**src/rtl/gpio_bank_pkg.sv**
```systemverilog
package gpio_bank_pkg;
  localparam int NUM_PORTS = 3;

  function automatic int port_width(input int p);
    return (p == 2) ? 3 : 8;
  endfunction

  function automatic int port_base(input int p);
    int acc;
    acc = 0;
    for (int i = 0; i < p; i++) acc += port_width(i);
    return acc;
  endfunction

  localparam int TOTAL_LINES = port_base(NUM_PORTS);
  localparam int BUZ_LINE_P = port_base(1);
  localparam int BUZ_LINE_N = port_base(1) + 1;
endpackage

```
**src/rtl/gpio_sync.sv**
```systemverilog
module gpio_sync #(
  parameter int W      = 8,
  parameter int STAGES = 2
) (
  input  logic         clk,
  input  logic         rst,
  input  logic [W-1:0] d_in,
  output logic [W-1:0] d_out
);
  logic [W-1:0] chain [STAGES];

  generate
    for (genvar s = 0; s < STAGES; s++) begin : g_stage
      always_ff @(posedge clk) begin
        if (rst) chain[s] <= '0;
        else if (s == 0) chain[s] <= d_in;
        else chain[s] <= chain[(s == 0) ? 0 : s - 1];
      end
    end
  endgenerate

  assign d_out = chain[STAGES-1];
endmodule

```
**src/rtl/gpio_port.sv**
```systemverilog
module gpio_port #(
  parameter int              W         = 8,
  parameter int              BUS_W     = 8,
  parameter int              ADDR_W    = 8,
  parameter logic [ADDR_W-1:0] DATA_ADDR = 8'h12,
  parameter logic [ADDR_W-1:0] CTRL_ADDR = 8'h13
) (
  input  logic              clk,
  input  logic              rst,
  input  logic [ADDR_W-1:0] bus_addr,
  input  logic              bus_wr,
  input  logic [W-1:0]      wr_bits,
  input  logic [W-1:0]      pad_sync,
  output logic [W-1:0]      latch_q,
  output logic [W-1:0]      dir_q,
  output logic [BUS_W-1:0]  rd_val
);
  logic          hit_data;
  logic          hit_ctrl;
  logic [W-1:0]  mixed;

  assign hit_data = (bus_addr == DATA_ADDR);
  assign hit_ctrl = (bus_addr == CTRL_ADDR);

  always_ff @(posedge clk) begin
    if (rst) begin
      latch_q <= '1;
      dir_q   <= '1;
    end else if (bus_wr) begin
      if (hit_data) latch_q <= wr_bits;
      if (hit_ctrl) dir_q   <= wr_bits;
    end
  end

  // input lines show the synchronized pad, output lines show the latch
  assign mixed = (dir_q & pad_sync) | (~dir_q & latch_q);

  always_comb begin
    rd_val = '0;
    if (hit_data)      rd_val[W-1:0] = mixed;
    else if (hit_ctrl) rd_val[W-1:0] = dir_q;
  end
endmodule

```
**src/rtl/gpio_pinmux.sv**
```systemverilog
module gpio_pinmux #(
  parameter int LINES  = 19,
  parameter int BUZ_P  = 8,
  parameter int BUZ_N  = 9
) (
  input  logic [LINES-1:0] latch_all,
  input  logic [LINES-1:0] dir_all,
  input  logic             tone_in,
  input  logic             buzz_en,
  output logic [LINES-1:0] pad_out,
  output logic [LINES-1:0] pad_oe
);
  logic gate;

  assign gate = latch_all[BUZ_P];

  always_comb begin
    pad_oe  = ~dir_all;
    pad_out = latch_all;
    if (buzz_en) begin
      if (!dir_all[BUZ_P]) pad_out[BUZ_P] = gate & tone_in;
      if (!dir_all[BUZ_N]) pad_out[BUZ_N] = gate & ~tone_in;
    end
  end
endmodule

```
**src/rtl/gpio_wake.sv**
```systemverilog
module gpio_wake #(
  parameter int W      = 8,
  parameter int SETTLE = 3
) (
  input  logic         clk,
  input  logic         rst,
  input  logic [W-1:0] sync_in,
  input  logic [W-1:0] dir_in,
  output logic         wake
);
  logic [W-1:0]      prev_q;
  logic [SETTLE-1:0] armed_q;

  always_ff @(posedge clk) begin
    if (rst) begin
      prev_q  <= '0;
      armed_q <= '0;
    end else begin
      prev_q  <= sync_in;
      armed_q <= {armed_q[SETTLE-2:0], 1'b1};
    end
  end

  // the armed chain hides the synchronizer fill right after reset
  assign wake = armed_q[SETTLE-1] & (|((sync_in ^ prev_q) & dir_in));
endmodule

```
**src/rtl/gpio_bank.sv**
```systemverilog
module gpio_bank
  import gpio_bank_pkg::*;
#(
  parameter int              ADDR_W      = 8,
  parameter int              BUS_W       = 8,
  parameter int              SYNC_STAGES = 2,
  parameter logic [ADDR_W-1:0] BASE_ADDR = 8'h12
) (
  input  logic                   clk,
  input  logic                   rst,
  input  logic [ADDR_W-1:0]      bus_addr,
  input  logic                   bus_wr,
  input  logic                   bus_rd,
  input  logic [BUS_W-1:0]       bus_wdata,
  output logic [BUS_W-1:0]       bus_rdata,
  input  logic [TOTAL_LINES-1:0] pad_in,
  output logic [TOTAL_LINES-1:0] pad_out,
  output logic [TOTAL_LINES-1:0] pad_oe,
  input  logic                   tone_in,
  input  logic                   buzz_en,
  output logic                   wake_req
);
  localparam int LINES = TOTAL_LINES;
  localparam int WAKE_W = port_width(0);

  logic [LINES-1:0] pad_sync;
  logic [LINES-1:0] latch_all;
  logic [LINES-1:0] dir_all;
  logic [BUS_W-1:0] port_rd [NUM_PORTS];
  logic [BUS_W-1:0] rd_acc;

  gpio_sync #(.W(LINES), .STAGES(SYNC_STAGES)) u_sync (
    .clk   (clk),
    .rst   (rst),
    .d_in  (pad_in),
    .d_out (pad_sync)
  );

  generate
    for (genvar p = 0; p < NUM_PORTS; p++) begin : g_port
      localparam int PW = port_width(p);
      localparam int PB = port_base(p);
      localparam logic [ADDR_W-1:0] DA = BASE_ADDR + ADDR_W'(2 * p);
      localparam logic [ADDR_W-1:0] CA = BASE_ADDR + ADDR_W'(2 * p + 1);
      gpio_port #(
        .W(PW), .BUS_W(BUS_W), .ADDR_W(ADDR_W),
        .DATA_ADDR(DA), .CTRL_ADDR(CA)
      ) u_port (
        .clk      (clk),
        .rst      (rst),
        .bus_addr (bus_addr),
        .bus_wr   (bus_wr),
        .wr_bits  (bus_wdata[PW-1:0]),
        .pad_sync (pad_sync[PB +: PW]),
        .latch_q  (latch_all[PB +: PW]),
        .dir_q    (dir_all[PB +: PW]),
        .rd_val   (port_rd[p])
      );
    end
  endgenerate

  always_comb begin
    rd_acc = '0;
    for (int i = 0; i < NUM_PORTS; i++) rd_acc = rd_acc | port_rd[i];
  end

  assign bus_rdata = bus_rd ? rd_acc : '0;

  gpio_pinmux #(.LINES(LINES), .BUZ_P(BUZ_LINE_P), .BUZ_N(BUZ_LINE_N)) u_mux (
    .latch_all (latch_all),
    .dir_all   (dir_all),
    .tone_in   (tone_in),
    .buzz_en   (buzz_en),
    .pad_out   (pad_out),
    .pad_oe    (pad_oe)
  );

  gpio_wake #(.W(WAKE_W), .SETTLE(SYNC_STAGES + 1)) u_wake (
    .clk     (clk),
    .rst     (rst),
    .sync_in (pad_sync[WAKE_W-1:0]),
    .dir_in  (dir_all[WAKE_W-1:0]),
    .wake    (wake_req)
  );
endmodule

```
**config.mk**
```make
export PLATFORM = sky130hd
export DESIGN_NAME = gpio_bank
export DESIGN_NICKNAME = d
export VERILOG_FILES = /design/src/rtl/gpio_bank_pkg.sv /design/src/rtl/gpio_sync.sv /design/src/rtl/gpio_port.sv /design/src/rtl/gpio_pinmux.sv /design/src/rtl/gpio_wake.sv /design/src/rtl/gpio_bank.sv
export SDC_FILE = /design/constraint.sdc
export NUM_CORES = 1
export LEC_CHECK = 0
export ABC_CLOCK_PERIOD_IN_PS = 2900
export CELL_PAD_IN_SITES_DETAIL_PLACEMENT = 2
export CELL_PAD_IN_SITES_GLOBAL_PLACEMENT = 2
export CORE_MARGIN = 10
export CORE_UTILIZATION = 28
export CTS_CLUSTER_DIAMETER = 120
export DETAILED_ROUTE_END_ITERATION = 10
export DONT_BUFFER_PORTS = 1
export PLACE_DENSITY_LB_ADDON = 0.2
export SLEW_MARGIN = 30
export SYNTH_ARGS = -nofsm -noshare
export SYNTH_HDL_FRONTEND = slang
export SYNTH_SLANG_ARGS = --single-unit
```
**constraint.sdc**
```tcl
create_clock -name clk -period 2.9 [get_ports clk]
set_input_delay 0.87 -clock clk [delete_from_list [all_inputs] [get_ports clk]]
set_output_delay 0.87 -clock clk [all_outputs]
set_load 0.01 [all_outputs]
```
==> flow_summary.ini, run 1 <==
[run_status]
status = finished clean

[synthesis]
yosys-top-cells-area = dfxtp_1 50%, nor2b_1 8.6%, mux2i_1 8.3%
syn-instance-count = 367
synth.most_common_cell = dfxtp_1
ys_types = 33
synthAdderAreaFrac = 0
synth_xor_area_frac = 0.0201
ys_async_sr_fraction = 0
syn-num-nets = 408
avgSynthCellArea_sq_um = 9.48
synth_flop_cell = dfxtp_1
yosys.area_share.simple = 0.222
yosysTopAreaCell = dfxtp_1
synth_area_sq_um = 3480
synth_edf_count = 0
ys.warnings.count = 0
synth_common_cells = 87 x dfxtp_1, 48 x nor2b_1, 41 x nor2_1, 29 x a21oi_1, 29 x mux2i_1
post_synth_mux_area_share = 0.0899
synth_top_family_by_area = simple AND/OR/NAND/NOR gates
ys_seq_elements = 87
seq_area_frac_synth = 0.501
synth_top_area_frac = 0.501
synth-compound-area-share = 0.101

[power]
power_density_nw_per_um2 = 615
power_mw = 2.44
p_leak_nw = 1.76
ir_drop_mv = 0.220

[timing]
rsz0062_at_grt = yes
final_hold_viol_count = 0
finClkSkew_ns = 0.00604
fmax_ghz = 0.349
fin_crit_sh = 0.988
finalMaxSlewViolations = 0
maxSlewHeadroom = 0.540
hold_ws_ns = 0.439
finalCriticalPeriod_ns = 2.86
worstMarginPinSlew_ns = 0.687
setup-violations-final = 0
fin_ws_ns = 0.0354

[placed_design]
gp_congestion = 0.775
dpl.hpwl_mm = 7.47
io_buffers = 0
dp.cells = 525
place_ws_ns = -0.118

[clocking]
clockBufferDepth = 2
cts_tree = yes
cts.sinks = 87
clock-root-buffer = clkbuf_16
clkSlewWorstSetupHoldPaths_ns = 0.06
postCtsHoldBufs = 0
cts_made_buffers = 9
insertion_delay_ns = 0.34
h-tree-depth = 3

[floorplan]
die_x_um = 131
core_area_sq_um = 12100
die-area_sq_um = 17300
die_y_um = 131
initial_core_util = 0.287
rows = 40
num_io_pins = 88

[finish]
diodes = 0
final_util = 0.328
area_delta_synth_final_pct = 14.3
drive_gt1_frac = 0.134
nets = 410
final-instance-count-excl-fill = 542

[drt]
vias_per_cell = 4.61
drc = 0
routedWlPerCell_um = 18.8
vias = 2497
drtPass1Iterations = 4
drt_iter0_markers = 106
routed_wl_mm = 10.2
ant_nets = 0

[setup_path]
crit_path_end_kind = primary output
arrival_ns = 1.99
criticalPathCategory = in2out
worstSetupStartpointType = input port
cp_max_fo = 4
crit_required_ns = 2.03

[global_routing]
grt_max_degree = 96
overflow = 0
grt_use_total = 0.121
grt_pass1_wl_mm = 16.3
grt_pass1_vias = 2864
antenna_found_initial = 0

[flow_run]
maxCapViolCount = 0

[hold_path]
hp-class = reg2reg
-- final timing paths --
path              depth (start not counted)                        start                     endpoint  slack (ns)
hold / removal                            1            u_wake.armed_q[0]            u_wake.armed_q[1]        0.44
setup reg to reg                          2  g_port[0].u_port.latch_q[2]  g_port[0].u_port.latch_q[2]        2.10
hold reg to reg                           1            u_wake.armed_q[0]            u_wake.armed_q[1]        0.44
setup / recovery                          6                  bus_addr[5]                 bus_rdata[1]        0.04
-- metal layers --
layer  global-route usage  vias up  share of wire  wire [um]
met5                    0        -              0          0
met1                0.140     1202           0.45       4560
met3               0.0495       12          0.073        743
met4               0.0519        0          0.016        159
li1                     -     1220              -          -
met2                0.193       63           0.46       4730
-- repair_timing --
item,4_1_cts,5_1_grt
gates resized for setup,3,6
gates cloned,0,0
buffers inserted,1,0
pin swaps,1,1
setup endpoints to repair,6,7
-- power by group --
| group | switching [mW] | total [mW] | internal (mW) |
|---|---|---|---|
| clock network | 0.480 | 1.11 | 0.629 |
| registers | 0.0123 | 1.24 | 1.23 |
| logic | 0.0497 | 0.0971 | 0.0474 |
-- flip-flops by register name, indices dropped and copies added (netlist names) --
register               flops
u_wake.prev_q              8
g_port.u_port.dir_q       19
u_sync.chain              38
u_wake.armed_q             3
g_port.u_port.latch_q     19
-- critical path, stage by stage --
cell and delay, ns:
or4b_4 0.55, nor2_4 0.12, nand2_4 0.08, buf_4 0.14, nor2_1 0.10, buf_4 0.13
-- per-stage QoR --
| stage | cell area [sq um] | TNS (ns) |
|---|---|---|
| after floorplan | 3480 | 0 |
| after global placement | 3650 | -0.305 |
| after detailed placement | 3650 | -0.451 |
| after CTS | 3960 | 0 |
| after global routing | 3980 | -0.0416 |
| final | 3980 | 0 |
-- kinds of logic after synthesis --
logic type	after synthesis
AO/OA/AOI/OAI	63
multiplexers	31
AND/OR/NAND/NOR	130
buffers and inverters	48
XOR/XNOR	8
flip-flops	87
-- cell type report --
cell class	instances	area, sq um
Sequential cell	87	1740
Tap cell	168	210
Inverter	24	90.1
Timing Repair Buffer	15	116
Clock buffer	12	256
Multi-Input combinational cell	232	1530
Clock inverter	4	30.0
Fill cell	1391	8140
-- layout by cell type, fill, tap and decap left out, types with 7 or more instances in the layout --
cell and count:
xnor2_1 8, dfxtp_1 87, nor2b_1 48, buf_4 14, o21ai_0 19, nor2_1 36
clkbuf_16 9, mux2i_1 29, a21oi_1 29, inv_1 24, nand2b_1 7, o22ai_1 8
nor3_1 16
(Power assumes the default switching activity.)
==> run 2: changes to the inputs <==
--- a/config.mk
+++ b/config.mk
@@ -5,6 +5,7 @@
 export SDC_FILE = /design/constraint.sdc
 export NUM_CORES = 1
 export LEC_CHECK = 0
+export ABC_AREA = 1
 export ABC_CLOCK_PERIOD_IN_PS = 2900
 export CELL_PAD_IN_SITES_DETAIL_PLACEMENT = 2
 export CELL_PAD_IN_SITES_GLOBAL_PLACEMENT = 2
==> run 2 against run 1 <==
  * Global-route usage rose by 1.7 points
  * Fmax rose by 2.1%
  * Critical path type unchanged
  * Worst hold slack got worse by 0.036 ns
  * Via count rose by 28%
  * Non-clock buffer count rose by 6
  * Wire length rose by 21%
  * Sequential power barely moved
  * Final cell count rose by 29%
  * Flip-flop and latch count did not move
  * Register-to-register slack barely moved
  * First-iteration DRC count rose by 7.5%
==> flow_summary.ini, run 2 <==
[run_status]
status = finished clean

[finish]
area_delta_synth_final_pct = 15.4
drive_gt1_frac = 0.118
nets = 563
top_register = u_sync.chain
top_regs = u_sync.chain (38), g_port.u_port.dir_q (19), g_port.u_port.latch_q (19)
final_cell_mix = 108 x nand2_1, 87 x dfxtp_1, 85 x inv_1
largest_reg_flops = 38
diodes = 0
final-instance-count-excl-fill = 699
final_common_cell = nand2_1

[setup_path]
worstSetupStartpointType = input port
criticalPathCategory = in2out
cp_max_fo = 8
arrival_ns = 1.93
crit_required_ns = 2.03
crit_path_end_kind = primary output

[synthesis]
synth-compound-area-share = 0.105
synth_flop_cell = dfxtp_1
synth_xor_area_frac = 0.00239
synth_top_area_frac = 0.474
synth.most_common_cell = nand2_1
yosysTopAreaCell = dfxtp_1
synthAdderAreaFrac = 0
yosys.area_share.simple = 0.285
yosys-top-cells-area = dfxtp_1 47%, nand2_1 11%, inv_1 8.7%
seq_area_frac_synth = 0.474
ys_async_sr_fraction = 0
synth_area_sq_um = 3670
avgSynthCellArea_sq_um = 7.17
ys.warnings.count = 0
ys_types = 26
syn-num-nets = 553
synth_common_cells = 108 x nand2_1, 87 x dfxtp_1, 85 x inv_1, 70 x nor2_1, 45 x nand3_1
post_synth_mux_area_share = 0
synth_edf_count = 0
synth_top_family_by_area = simple AND/OR/NAND/NOR gates
ys_seq_elements = 87
syn-instance-count = 512

[floorplan]
num_io_pins = 88
initial_core_util = 0.289
die-area_sq_um = 18100
core_area_sq_um = 12700
die_y_um = 135
rows = 41
die_x_um = 135

[placed_design]
io_buffers = 0
dpl.hpwl_mm = 9.38
dp.cells = 680
gp_congestion = 0.779

[power]
p_leak_nw = 2.15
combPwrFrac = 0.043
p_int_mw = 1.92
power_density_nw_per_um2 = 583
swShare = 0.225
p_seq_frac = 0.502
ir_drop_mv = 0.203
clkPwrFrac = 0.456
netSwitchingPower_mw = 0.555

[global_routing]
grt_use_total = 0.138
grt_pass1_wl_mm = 19.5
grt_max_degree = 69
overflow = 0
grt_pass1_vias = 3580
antenna_found_initial = 0

[clocking]
cts.sinks = 87
clkSlewWorstSetupHoldPaths_ns = 0.06
h-tree-depth = 3
cts_tree = yes
clock-root-buffer = clkbuf_16
insertion_delay_ns = 0.35
cts_made_buffers = 9
clockBufferDepth = 2

[timing]
finClkSkew_ns = 0.00779
maxSlewHeadroom = 0.495
finalMaxSlewViolations = 0
fin_crit_sh = 0.967
final_hold_viol_count = 0
finalCriticalPeriod_ns = 2.80
fmax_ghz = 0.357
hold_ws_ns = 0.403
setup-violations-final = 0
worstMarginPinSlew_ns = 0.757

[drt]
ant_nets = 0
drtPass1Iterations = 4
vias = 3204
vias_per_cell = 4.58
routed_wl_mm = 12.3
drt_iter0_markers = 114
routedWlPerCell_um = 17.6
drc = 0

[hold_path]
hp-class = reg2reg

[flow_run]
maxCapViolCount = 0
## run 2: changes by cell type after synthesis, moves of 16 or more
cell     before  now
nor2_1       41   70
nor2b_1      48    0
nor3_1       16    0
nand2_1       3  108
inv_1        24   85
mux2i_1      29    0
nand3_1       0   45
## run 2: repair_timing
action                                  in CTS  in global routing
hold buffers                                 0                  0
hold endpoints to repair                     0                  0
endpoints found under the setup margin       0                  7
setup buffers                                0                  2
gates resized for setup                      0                 13
## run 2: cell families after synthesis
group                     after synthesis
and+or+nand+nor                       238
buffers and inverters                 112
DFF                                    87
AOI/OAI and AO/OA                      74
xor gates and xnor gates                1
## run 2: metal layers
metal  up-vias  wire (um)  global-route usage  part of all wire
met4         0        246              0.0605             0.020
met5         -          0                   0                 0
li1       1581          -                   -                 -
met1      1533       4970               0.151              0.40
met3        17        998              0.0504             0.081
met2        73       6110               0.234              0.50
## run 2: critical path, stage by stage
cell     delay, ns
inv_1         0.04
nand2_1       0.09
nor2_4        0.14
buf_12        0.14
buf_6         0.12
nand2_4       0.06
o21ai_1       0.13
inv_1         0.05
a21oi_1       0.15
buf_4         0.14
## run 2: stage by stage
| stage | setup WS, ns | utilization | setup TNS (ns) | instance area, sq um | total power [mW] |
|---|---|---|---|---|---|
| final | 0.0956 | 0.333 | 0 | 4240 | 2.47 |
| after global routing | -0.0172 | 0.333 | -0.0484 | 4240 | 2.58 |
| after CTS | 0.0216 | 0.327 | 0 | 4160 | 2.51 |
| after detailed placement | 0.0298 | 0.305 | 0 | 3870 | 1.37 |
| after global placement | 0.0931 | 0.305 | 0 | 3870 | 1.36 |
| after floorplan | 0.284 | - | 0 | 3670 | 1.35 |
## run 2: power by group through the flow
| stage | combinational [mW] | sequential [mW] | clock (mW) |
|---|---|---|---|
| floorplan | 0.0880 | 1.26 | 0 |
| global placement | 0.0968 | 1.27 | 0 |
| detailed placement | 0.102 | 1.27 | 0 |
| CTS | 0.103 | 1.24 | 1.17 |
| global route | 0.122 | 1.24 | 1.21 |
| finish | 0.105 | 1.24 | 1.13 |
## run 2: worst paths after layout
kind	startpoint	endpoint	slack (ns)	cells past startpoint
setup / recovery	bus_addr[6]	bus_rdata[2]	0.1	10
hold / removal	u_sync.chain[0][0]	u_sync.chain[1][0]	0.40	2
setup reg to reg	g_port[0].u_port.dir_q[0]	g_port[0].u_port.dir_q[0]	2.11	2
hold reg to reg	u_sync.chain[0][0]	u_sync.chain[1][0]	0.40	2
## run 2: final cells by class
type                            instances  area [sq um]
Tap cell                              172           215
Sequential cell                        87          1740
Fill cell                            1572          8480
Timing Repair Buffer                   21           181
Multi-Input combinational cell        313          1470
Clock inverter                          2          13.8
Inverter                               90           343
Clock buffer                           14           274
==> run 3: changes to the inputs <==
--- a/config.mk
+++ b/config.mk
@@ -11,7 +11,6 @@
 export CELL_PAD_IN_SITES_GLOBAL_PLACEMENT = 2
 export CORE_MARGIN = 10
 export CORE_UTILIZATION = 28
-export CTS_CLUSTER_DIAMETER = 120
 export DETAILED_ROUTE_END_ITERATION = 10
 export DONT_BUFFER_PORTS = 1
 export PLACE_DENSITY_LB_ADDON = 0.2
==> results of run 3 <==
Same layout as run 2: the final DEF is identical, and so are final timing and power.
